File: config.mk
export PLATFORM = sky130hd
export DESIGN_NAME = mxbus_ctrl
export DESIGN_NICKNAME = d
export VERILOG_FILES = /design/src/rtl/mxbus_pkg.sv /design/src/rtl/mxbus_rstsync.sv /design/src/rtl/mxbus_len.sv /design/src/rtl/mxbus_seq.sv /design/src/rtl/mxbus_dpath.sv /design/src/rtl/mxbus_ctrl.sv
export SDC_FILE = /design/constraint.sdc
export NUM_CORES = 1
export LEC_CHECK = 0
export BUFFER_PORTS_ARGS = -buffer_cell sky130_fd_sc_hd__buf_2
export CORE_MARGIN = 2
export CORE_UTILIZATION = 35
export CTS_BUF_LIST = sky130_fd_sc_hd__clkbuf_2 sky130_fd_sc_hd__clkbuf_4 sky130_fd_sc_hd__clkbuf_8
export DETAILED_ROUTE_END_ITERATION = 8
export PLACE_DENSITY_LB_ADDON = 0.25
export REMOVE_ABC_BUFFERS = 1
export SKIP_LAST_GASP = 1
export SLEW_MARGIN = 15
export SYNTH_ARGS = -nofsm -noshare
export SYNTH_HDL_FRONTEND = slang
export SYNTH_SLANG_ARGS = --single-unit
File: constraint.sdc
create_clock -name clk -period 2.3 [get_ports clk]
set_input_delay 0.575 -clock clk [delete_from_list [all_inputs] [get_ports clk]]
set_output_delay 0.575 -clock clk [all_outputs]
set_load 0.01 [all_outputs]
File: src/rtl/mxbus_pkg.sv
package mxbus_pkg;
  typedef enum logic [2:0] {
    PH_IDLE  = 3'd0,
    PH_SETUP = 3'd1,
    PH_ASLOW = 3'd2,
    PH_AHOLD = 3'd3,
    PH_TURN  = 3'd4,
    PH_STRB  = 3'd5,
    PH_RECOV = 3'd6
  } phase_e;
endpackage

File: src/rtl/mxbus_rstsync.sv
module mxbus_rstsync (
  input  logic clk,
  input  logic rst_n,
  output logic rst_sync_n
);
  logic stage_q;

  always_ff @(posedge clk or negedge rst_n) begin
    if (!rst_n) begin
      stage_q    <= 1'b0;
      rst_sync_n <= 1'b0;
    end else begin
      stage_q    <= 1'b1;
      rst_sync_n <= stage_q;
    end
  end
endmodule

File: src/rtl/mxbus_len.sv
module mxbus_len
  import mxbus_pkg::*;
#(
  parameter int ASU_CLK = 1,
  parameter int ASW_CLK = 1,
  parameter int AHD_CLK = 1,
  parameter int TRN_CLK = 1,
  parameter int RDS_CLK = 3,
  parameter int WDS_CLK = 2,
  parameter int REC_CLK = 1,
  parameter int EXT_MUL = 2,
  parameter int CNT_W   = 5
) (
  input  phase_e           phase,
  input  logic             is_write,
  input  logic             is_ext,
  output logic [CNT_W-1:0] len_m1
);
  int base;
  int total;

  always_comb begin
    case (phase)
      PH_SETUP: base = ASU_CLK;
      PH_ASLOW: base = ASW_CLK;
      PH_AHOLD: base = AHD_CLK;
      PH_TURN:  base = TRN_CLK;
      PH_STRB:  base = is_write ? WDS_CLK : RDS_CLK;
      PH_RECOV: base = REC_CLK;
      default:  base = 1;
    endcase
    total  = is_ext ? base * EXT_MUL : base;
    len_m1 = CNT_W'(total - 1);
  end
endmodule

File: src/rtl/mxbus_seq.sv
module mxbus_seq
  import mxbus_pkg::*;
#(
  parameter int ASU_CLK = 1,
  parameter int ASW_CLK = 1,
  parameter int AHD_CLK = 1,
  parameter int TRN_CLK = 1,
  parameter int RDS_CLK = 3,
  parameter int WDS_CLK = 2,
  parameter int REC_CLK = 1,
  parameter int EXT_MUL = 2,
  parameter int CNT_W   = 5
) (
  input  logic   clk,
  input  logic   rst_n,
  input  logic   start,
  input  logic   new_write,
  input  logic   new_ext,
  input  logic   cur_write,
  input  logic   cur_ext,
  input  logic   wait_n,
  output phase_e phase,
  output logic   capture,
  output logic   done
);
  phase_e           ph_q, ph_nx;
  logic [CNT_W-1:0] cnt_q, cnt_nx;
  logic [CNT_W-1:0] len_m1;
  logic             load;
  logic             cnt_zero;
  logic             sel_write, sel_ext;

  assign cnt_zero  = (cnt_q == '0);
  assign sel_write = (ph_q == PH_IDLE) ? new_write : cur_write;
  assign sel_ext   = (ph_q == PH_IDLE) ? new_ext   : cur_ext;

  mxbus_len #(
    .ASU_CLK(ASU_CLK), .ASW_CLK(ASW_CLK), .AHD_CLK(AHD_CLK),
    .TRN_CLK(TRN_CLK), .RDS_CLK(RDS_CLK), .WDS_CLK(WDS_CLK),
    .REC_CLK(REC_CLK), .EXT_MUL(EXT_MUL), .CNT_W(CNT_W)
  ) u_len (
    .phase    (ph_nx),
    .is_write (sel_write),
    .is_ext   (sel_ext),
    .len_m1   (len_m1)
  );

  // next-state process
  always_comb begin
    ph_nx = ph_q;
    load  = 1'b0;
    case (ph_q)
      PH_IDLE: begin
        if (start) begin
          ph_nx = PH_SETUP;
          load  = 1'b1;
        end
      end
      PH_STRB: begin
        if (cnt_zero && wait_n) begin
          ph_nx = PH_RECOV;
          load  = 1'b1;
        end
      end
      default: begin
        if (cnt_zero) begin
          load = 1'b1;
          case (ph_q)
            PH_SETUP: ph_nx = PH_ASLOW;
            PH_ASLOW: ph_nx = PH_AHOLD;
            PH_AHOLD: ph_nx = PH_TURN;
            PH_TURN:  ph_nx = PH_STRB;
            default:  ph_nx = PH_IDLE;
          endcase
        end
      end
    endcase

    if (load) begin
      cnt_nx = (ph_nx == PH_IDLE) ? '0 : len_m1;
    end else if (!cnt_zero) begin
      cnt_nx = cnt_q - 1'b1;
    end else begin
      cnt_nx = cnt_q;
    end
  end

  // register process
  always_ff @(posedge clk or negedge rst_n) begin
    if (!rst_n) begin
      ph_q  <= PH_IDLE;
      cnt_q <= '0;
    end else begin
      ph_q  <= ph_nx;
      cnt_q <= cnt_nx;
    end
  end

  assign phase   = ph_q;
  assign capture = (ph_q == PH_STRB) && cnt_zero && wait_n;
  assign done    = (ph_q == PH_RECOV) && cnt_zero;
endmodule

File: src/rtl/mxbus_dpath.sv
module mxbus_dpath
  import mxbus_pkg::*;
#(
  parameter int BUS_W = 8
) (
  input  logic             clk,
  input  logic             rst_n,
  input  logic             start,
  input  logic [BUS_W-1:0] req_addr,
  input  logic [BUS_W-1:0] req_wdata,
  input  logic             req_write,
  input  logic             req_dmem,
  input  logic             ext_mode,
  input  phase_e           phase,
  input  logic             capture,
  input  logic [BUS_W-1:0] bus_in,
  output logic             cur_write,
  output logic             cur_ext,
  output logic [BUS_W-1:0] rdata,
  output logic             as_n,
  output logic             ds_n,
  output logic             rw_n,
  output logic             dm_n,
  output logic [BUS_W-1:0] bus_out,
  output logic             bus_oe
);
  logic [BUS_W-1:0] addr_q, wdata_q, rdata_q;
  logic             write_q, dmem_q, ext_q;
  logic [BUS_W-1:0] addr_nx, wdata_nx, rdata_nx;
  logic             write_nx, dmem_nx, ext_nx;
  logic             addr_ph, data_ph, in_txn;

  // next-state process with explicit enables
  always_comb begin
    addr_nx  = addr_q;
    wdata_nx = wdata_q;
    write_nx = write_q;
    dmem_nx  = dmem_q;
    ext_nx   = ext_q;
    rdata_nx = rdata_q;
    if (start) begin
      addr_nx  = req_addr;
      wdata_nx = req_wdata;
      write_nx = req_write;
      dmem_nx  = req_dmem;
      ext_nx   = ext_mode;
    end
    if (capture && !write_q) begin
      rdata_nx = bus_in;
    end
  end

  always_ff @(posedge clk or negedge rst_n) begin
    if (!rst_n) begin
      addr_q  <= '0;
      wdata_q <= '0;
      write_q <= 1'b0;
      dmem_q  <= 1'b0;
      ext_q   <= 1'b0;
      rdata_q <= '0;
    end else begin
      addr_q  <= addr_nx;
      wdata_q <= wdata_nx;
      write_q <= write_nx;
      dmem_q  <= dmem_nx;
      ext_q   <= ext_nx;
      rdata_q <= rdata_nx;
    end
  end

  // pin decode from the current phase
  always_comb begin
    addr_ph = (phase == PH_SETUP) || (phase == PH_ASLOW) || (phase == PH_AHOLD);
    data_ph = (phase == PH_TURN)  || (phase == PH_STRB)  || (phase == PH_RECOV);
    in_txn  = (phase != PH_IDLE);
    as_n    = (phase != PH_ASLOW);
    ds_n    = (phase != PH_STRB);
    rw_n    = in_txn ? !write_q : 1'b1;
    dm_n    = in_txn ? !dmem_q  : 1'b1;
    bus_oe  = addr_ph || (data_ph && write_q);
    if (addr_ph) begin
      bus_out = addr_q;
    end else if (data_ph && write_q) begin
      bus_out = wdata_q;
    end else begin
      bus_out = '0;
    end
  end

  assign cur_write = write_q;
  assign cur_ext   = ext_q;
  assign rdata     = rdata_q;
endmodule

File: src/rtl/mxbus_ctrl.sv
module mxbus_ctrl
  import mxbus_pkg::*;
#(
  parameter int BUS_W   = 8,
  parameter int ASU_CLK = 1,
  parameter int ASW_CLK = 1,
  parameter int AHD_CLK = 1,
  parameter int TRN_CLK = 1,
  parameter int RDS_CLK = 3,
  parameter int WDS_CLK = 2,
  parameter int REC_CLK = 1,
  parameter int EXT_MUL = 2
) (
  input  logic             clk,
  input  logic             rst_n,
  input  logic             ext_mode,
  input  logic             req_valid,
  output logic             req_ready,
  input  logic [BUS_W-1:0] req_addr,
  input  logic [BUS_W-1:0] req_wdata,
  input  logic             req_write,
  input  logic             req_dmem,
  output logic [BUS_W-1:0] rsp_rdata,
  output logic             rsp_done,
  output logic             as_n,
  output logic             ds_n,
  output logic             rw_n,
  output logic             dm_n,
  output logic [BUS_W-1:0] bus_out,
  output logic             bus_oe,
  input  logic [BUS_W-1:0] bus_in,
  input  logic             wait_n
);
  localparam int LONGEST = (ASU_CLK + ASW_CLK + AHD_CLK + TRN_CLK + RDS_CLK
                            + WDS_CLK + REC_CLK) * EXT_MUL;
  localparam int CNT_W   = $clog2(LONGEST + 1);

  logic   rst_sync_n;
  phase_e phase;
  logic   capture, done, start;
  logic   cur_write, cur_ext;

  assign req_ready = (phase == PH_IDLE);
  assign start     = req_valid && req_ready;
  assign rsp_done  = done;

  mxbus_rstsync u_rst (
    .clk        (clk),
    .rst_n      (rst_n),
    .rst_sync_n (rst_sync_n)
  );

  mxbus_seq #(
    .ASU_CLK(ASU_CLK), .ASW_CLK(ASW_CLK), .AHD_CLK(AHD_CLK),
    .TRN_CLK(TRN_CLK), .RDS_CLK(RDS_CLK), .WDS_CLK(WDS_CLK),
    .REC_CLK(REC_CLK), .EXT_MUL(EXT_MUL), .CNT_W(CNT_W)
  ) u_seq (
    .clk       (clk),
    .rst_n     (rst_sync_n),
    .start     (start),
    .new_write (req_write),
    .new_ext   (ext_mode),
    .cur_write (cur_write),
    .cur_ext   (cur_ext),
    .wait_n    (wait_n),
    .phase     (phase),
    .capture   (capture),
    .done      (done)
  );

  mxbus_dpath #(.BUS_W(BUS_W)) u_dp (
    .clk       (clk),
    .rst_n     (rst_sync_n),
    .start     (start),
    .req_addr  (req_addr),
    .req_wdata (req_wdata),
    .req_write (req_write),
    .req_dmem  (req_dmem),
    .ext_mode  (ext_mode),
    .phase     (phase),
    .capture   (capture),
    .bus_in    (bus_in),
    .cur_write (cur_write),
    .cur_ext   (cur_ext),
    .rdata     (rsp_rdata),
    .as_n      (as_n),
    .ds_n      (ds_n),
    .rw_n      (rw_n),
    .dm_n      (dm_n),
    .bus_out   (bus_out),
    .bus_oe    (bus_oe)
  );
endmodule

## Word level (Yosys, flattened, before mapping)

Index checks and enable logic that the tools add are counted.

| storage, ports and cells | value |
|---|---|
| bits in registers | 37 |
| input port bits | 31 |
| output and inout bits | 23 |
| logic and storage cells | 61 |

| cells by class | value |
|---|---|
| add/sub/neg operators | 2 |
| equality and inequality tests | 10 |
| multiplexer cells | 21 |
| reductions and logical operators | 18 |

Operators with widths:

| cell | count |
|---|---|
| $mux W5 | 4 |
| $mux W8 | 2 |
| $eq A3 B3 Y1 const B | 4 |
| $pmux W3 S4 | 1 |
| $mux W3 | 3 |
| $mux W1 | 8 |
| $logic_and A1 B1 Y1 | 7 |
| $eq A3 B2 Y1 const B | 2 |
| $logic_not A3 Y1 | 2 |
| $pmux W3 S2 | 1 |
| $logic_not A5 Y1 | 1 |
| $logic_or A1 B1 Y1 | 5 |
| $sub A5 B1 Y5 const B | 1 |
| $sub A5 B2 Y5 const B | 1 |
| $eq A3 B1 Y1 const B | 1 |
| $ne A3 B2 Y1 const B | 1 |
| $ne A3 B3 Y1 const B | 1 |
| $reduce_bool A3 Y1 | 1 |
| $logic_not A1 Y1 | 2 |
| $mux W2 | 1 |
| $ne A2 B1 Y1 const B | 1 |
| $pmux W1 S2 | 1 |

## Depth between registers and ports, before layout

| depth | value |
|---|---|
| word-level depth | 10 |
| depth in mapped cells | 11 |

## Cells and area by module

Synthesis repeated with hierarchy kept, for this count alone.

| second synthesis, totals | value |
|---|---|
| cells, all modules | 177 |
| area, all modules | 2042.0 µm² |

Modules (own cells, without submodules):

| module | times used | cells an instance | area an instance (µm²) | seq. area each (µm²) |
|---|---|---|---|---|
| mxbus_dpath | 1 | 95 | 1301.2 | 675.6 |
| mxbus_seq | 1 | 66 | 589.3 | 200.2 |
| mxbus_len | 1 | 11 | 77.6 | 0.0 |
| mxbus_rstsync | 1 | 3 | 53.8 | 50.0 |
| mxbus_ctrl | 1 | 2 | 20.0 | 0.0 |

## Worst setup path before layout

Ideal clock, no wire load.

| path | value |
|---|---|
| path kind | register -> register |
| start | reg u_seq.cnt_q[0] |
| end | reg u_seq.cnt_q[2] |
| arrival time | 2156 ps |
| slack | 62 ps |
| cell stages (with the launch flop) | 10 |
| cells stage by stage | dfrtp_1 > inv_1 > ha_1 > nor4b_4 > o21ai_0 > or3_1 > o211ai_2 > ha_1 > ha_1 > o22ai_1 |

| between the ends | value |
|---|---|
| cells in the longest elaborated chain, start to end | 10 |

RTL lines:

| item | RTL line | text |
|---|---|---|
| start, declared | mxbus_seq.sv:27 | `logic [CNT_W-1:0] cnt_q, cnt_nx;` |
| start signal, assigned | mxbus_seq.sv:95 | `cnt_q <= cnt_nx;` |
| $logic_not A5 Y1 | mxbus_seq.sv:33 | `assign cnt_zero = (cnt_q == '0);` |
| $logic_and A1 B1 Y1 | mxbus_seq.sv:60 | `if (cnt_zero && wait_n) begin` |
| $mux W3 | mxbus_seq.sv:60 |  |
| $pmux W3 S2 | mxbus_seq.sv:52 | `case (ph_q)` |
| $eq A3 B3 Y1 | mxbus_len.sv:23 | `case (phase)` |
| $mux W2 | mxbus_len.sv:23 |  |
| $mux W5 | mxbus_len.sv:32 | `total = is_ext ? base * EXT_MUL : base;` |
| $sub A5 B2 Y5 | mxbus_len.sv:33 | `len_m1 = CNT_W'(total - 1);` |
| $mux W5 | mxbus_seq.sv:80 | `cnt_nx = (ph_nx == PH_IDLE) ? '0 : len_m1;` |
| $mux W5 | mxbus_seq.sv:79 | `if (load) begin` |

Several ways; a longest one is shown, not always the timed one. The select of a mux whose other input is x is not followed.
A chain may end at the register's enable or synchronous reset.

## Final worst setup path

Same ends and word-level chain as after synthesis.

==> results.ini <==
[status]
status=finished clean

[critical_path]
path_cells=inv_2 -> ha_4 -> nor4b_4 -> buf_4 -> o21ai_2 -> or3_4 -> o211ai_2 -> ha_2 -> ha_4 -> o22ai_2
criticalPathCategory=flop to flop
cp.arrival_ns=2.45
path_common_cell=ha_4
worst_setup_path_start_kind=flop
path_max_fanout=4
crit_path_top_delay_cell=dfrtp_1
cp-end-kind=flop
crit_path_max_incr_delay_ns=0.41
required_ns=2.51

[grt]
grt.total_usage_pct=15.3
grt_pass1_wl_mm=7.31
grt_max_degree=26
grt_overflow=0
grt_pass1_vias=1579
antenna_found_initial=0

[clock_network]
root_buffer=clkbuf_8
clk_path_buf_depth=2
cts_buffers=5
cts.sinks=37
tritoncts=yes
cts_htree_levels=2
path_clk_slew_ns=0.07
insertion_delay_ns=0.28
holdBufCountCts=0

[cells_and_area]
num_antenna_cells=0
fin_cells=335
drive_gt1_share_pct=39.6
fillers=521
nets=299
area_delta_synth_final_pct=31.1

[logic_synthesis]
synth_top_family_by_area=simple AND/OR/NAND/NOR gates
synthSimpleGateAreaFrac_pct=23.9
muxShareOfSynthArea_pct=6.20
synthFlopType=dfrtp_1
syn-instance-count=199
synth_xor_xnor_area_share_pct=0.943
synth.cell_area_um2=1860
synth_adder_area_share_pct=2.70
synth_edf_count=0
synth-async-reset-ratio_pct=100
ys_types=38
ys_warn_count=0
synth_compound_area_share_pct=12.1
avgSynthCellArea_um2=9.33
ys_seq_elements=37
seq_area_frac_synth_pct=49.9

[die]
core_um2=5110
die_y_um=76.8
die_area_um2=5900
initial_core_util_pct=36.4
boundaryPins=54
die_w_um=76.8
rows=26

[route]
dr.pass1.iters=4
drtIter0Drc=48
wl_met2_mm=2.07
drt-met1-wl_mm=2.01
routed_wl_mm=4.31
top_layer=met4
met3_length_um=201
vias=1559
drc_errors=0
routed_via_density=4.65
ant_nets=0
wl_per_cell_um=12.9

[power_and_ir_drop]
comb_power_share_pct=50.4
swShare_pct=39.8
total_leakage_power_uw=0.00123
internal_power_uw=1980
switchingPower_uw=1310
power_frac_seq_pct=35.2
ir_worst_vdd_mv=0.651
pwr-share-clk_pct=14.4
power.total_uw=3300
p_per_area_nw_per_um2=1360

[place]
preCtsSetupSlack_ns=0.111
port_buffers=53
hpwl_mm=3.01
gp_congestion=0.742
dp_cells=322

[sta]
hold_violations=0
finalMaxSlewViolations=0
setup_tns_ns=0
period_share_pct=97.6
setup_violations=0
max_freq_mhz=446
fin_ws_ns=0.0554
min_period_ns=2.24
hold_ws_ns=0.0636
skew_ns=0.00848

[job]
cap_violations=0

[worst_hold_path]
min_path_type=primary input to async pin

-- logic make-up after synthesis --
| group | Yosys count |
|---|---|
| AOI/OAI and AO/OA | 32 |
| xor gates and xnor gates | 2 |
| adders and majority gates | 4 |
| buffers and inverters | 15 |
| DFF | 37 |
| muxes | 10 |
| other | 1 |
| and+or+nand+nor | 98 |
-- cell type report --
cell class | count | area (µm²) | share of cell area [%]
Tap cell | 70 | 87.6 | 3.60
Multi-Input combinational cell | 147 | 927 | 38.1
Clock inverter | 2 | 13.8 | 0.566
Clock buffer | 6 | 82.6 | 3.39
Sequential cell | 37 | 926 | 38.0
Inverter | 5 | 18.8 | 0.771
Timing Repair Buffer | 68 | 378 | 15.5
-- per-stage QoR --
step                      util (%)  area (µm²)
after floorplan                  -        1800
after global placement        43.6        2230
after detailed placement      43.6        2230
after global routing          47.6        2430
after CTS                     45.8        2340
final                         47.6        2430
-- cell usage after synthesis (all sizes together) (2+ instances only) --
cell    instances  area [µm²]
a22o            8        70.1
o22ai           2        12.5
a21oi           7        35.0
or3             3        18.8
clkbuf          4        15.0
mux2            9         101
dfrtp          37         926
inv             5        18.8
nand2          73         274
buf             6        41.3
nand2b          2        12.5
ha              4        50.1
nor2            6        22.5
o21ai           8        43.8
nand3           2        15.0
nor3b           2        15.0
nor3            5        36.3
-- critical path, delay by kind of cell, from the launching register on --
| kind | cells | cell delay, ns |
|---|---|---|
| compound gates | 3 | 0.35 |
| fa+ha+maj | 3 | 0.53 |
| buf+inv | 2 | 0.28 |
| flops | 1 | 0.41 |
| simple gates | 2 | 0.60 |
-- cell usage in the layout, fill, tap and decap left out, drive strengths merged, types with 2 or more instances in the layout --
| cell type | count |
|---|---|
| dfrtp | 37 |
| clkbuf | 6 |
| clkinv | 2 |
| nor3 | 5 |
| mux2 | 9 |
| a22o | 8 |
| nor2 | 6 |
| ha | 4 |
| nand2b | 2 |
| o21ai | 8 |
| buf | 68 |
| or3 | 3 |
| nand2 | 73 |
| nor3b | 2 |
| nand3 | 2 |
| a21oi | 7 |
| o22ai | 2 |
| inv | 5 |
-- final timing paths --
check | end | slack [ns] | cells after the start | start
max | u_seq.cnt_q[2]$_DFFE_PN0P_ | 0.06 | 10 | u_seq.cnt_q[0]$_DFFE_PN0P_
min | u_rst.stage_q$_DFF_PN0_ | 0.06 | 1 | rst_n
max reg2reg | u_seq.cnt_q[2]$_DFFE_PN0P_ | 0.06 | 10 | u_seq.cnt_q[0]$_DFFE_PN0P_
min reg2reg | u_dp.rdata[1]$_DFFE_PN0P_ | 0.17 | 0 | u_rst.rst_sync_n$_DFF_PN0_
max in group asynchronous | u_dp.addr_q[6]$_DFFE_PN0P_ | 1.44 | 1 | u_rst.rst_sync_n$_DFF_PN0_
min in group clk | u_rst.rst_sync_n$_DFF_PN0_ | 0.35 | 0 | u_rst.stage_q$_DFF_PN0_
-- timing repair --
action	in CTS	in global routing
cloned	0	0
resized for setup	0	16
pin swaps	0	4
endpoints found under the setup margin	1	4
setup buffers	2	3
-- power by group through the flow --
stage	Combinational [µW]	Clock (µW)	Sequential, µW
2_1_floorplan	879	0	1230
3_3_place_gp	1460	0	1160
3_5_place_dp	1480	0	1170
4_1_cts	1490	493	1160
5_1_grt	1870	519	1210
6_report	1660	474	1160
-- metal layers --
| metal | vias to the layer above | global-route usage (%) |
|---|---|---|
| met4 | 0 | 4.55 |
| met5 | - | 0 |
| li1 | 793 | - |
| met3 | 4 | 3.76 |
| met2 | 34 | 24.5 |
| met1 | 728 | 20.6 |
-- sequential cells by signal (all words and copies together), names as in the netlist --
| register | flops |
|---|---|
| u_dp.cur_write | 1 |
| u_dp.dmem_q | 1 |
| u_dp.addr_q | 8 |
| u_rst.rst_sync_n | 1 |
| u_dp.wdata_q | 8 |
| u_dp.rdata | 8 |
| u_seq.cnt_q | 5 |
| u_rst.stage_q | 1 |
| u_dp.cur_ext | 1 |
| u_seq.phase | 3 |
(Power assumes the default switching activity.)
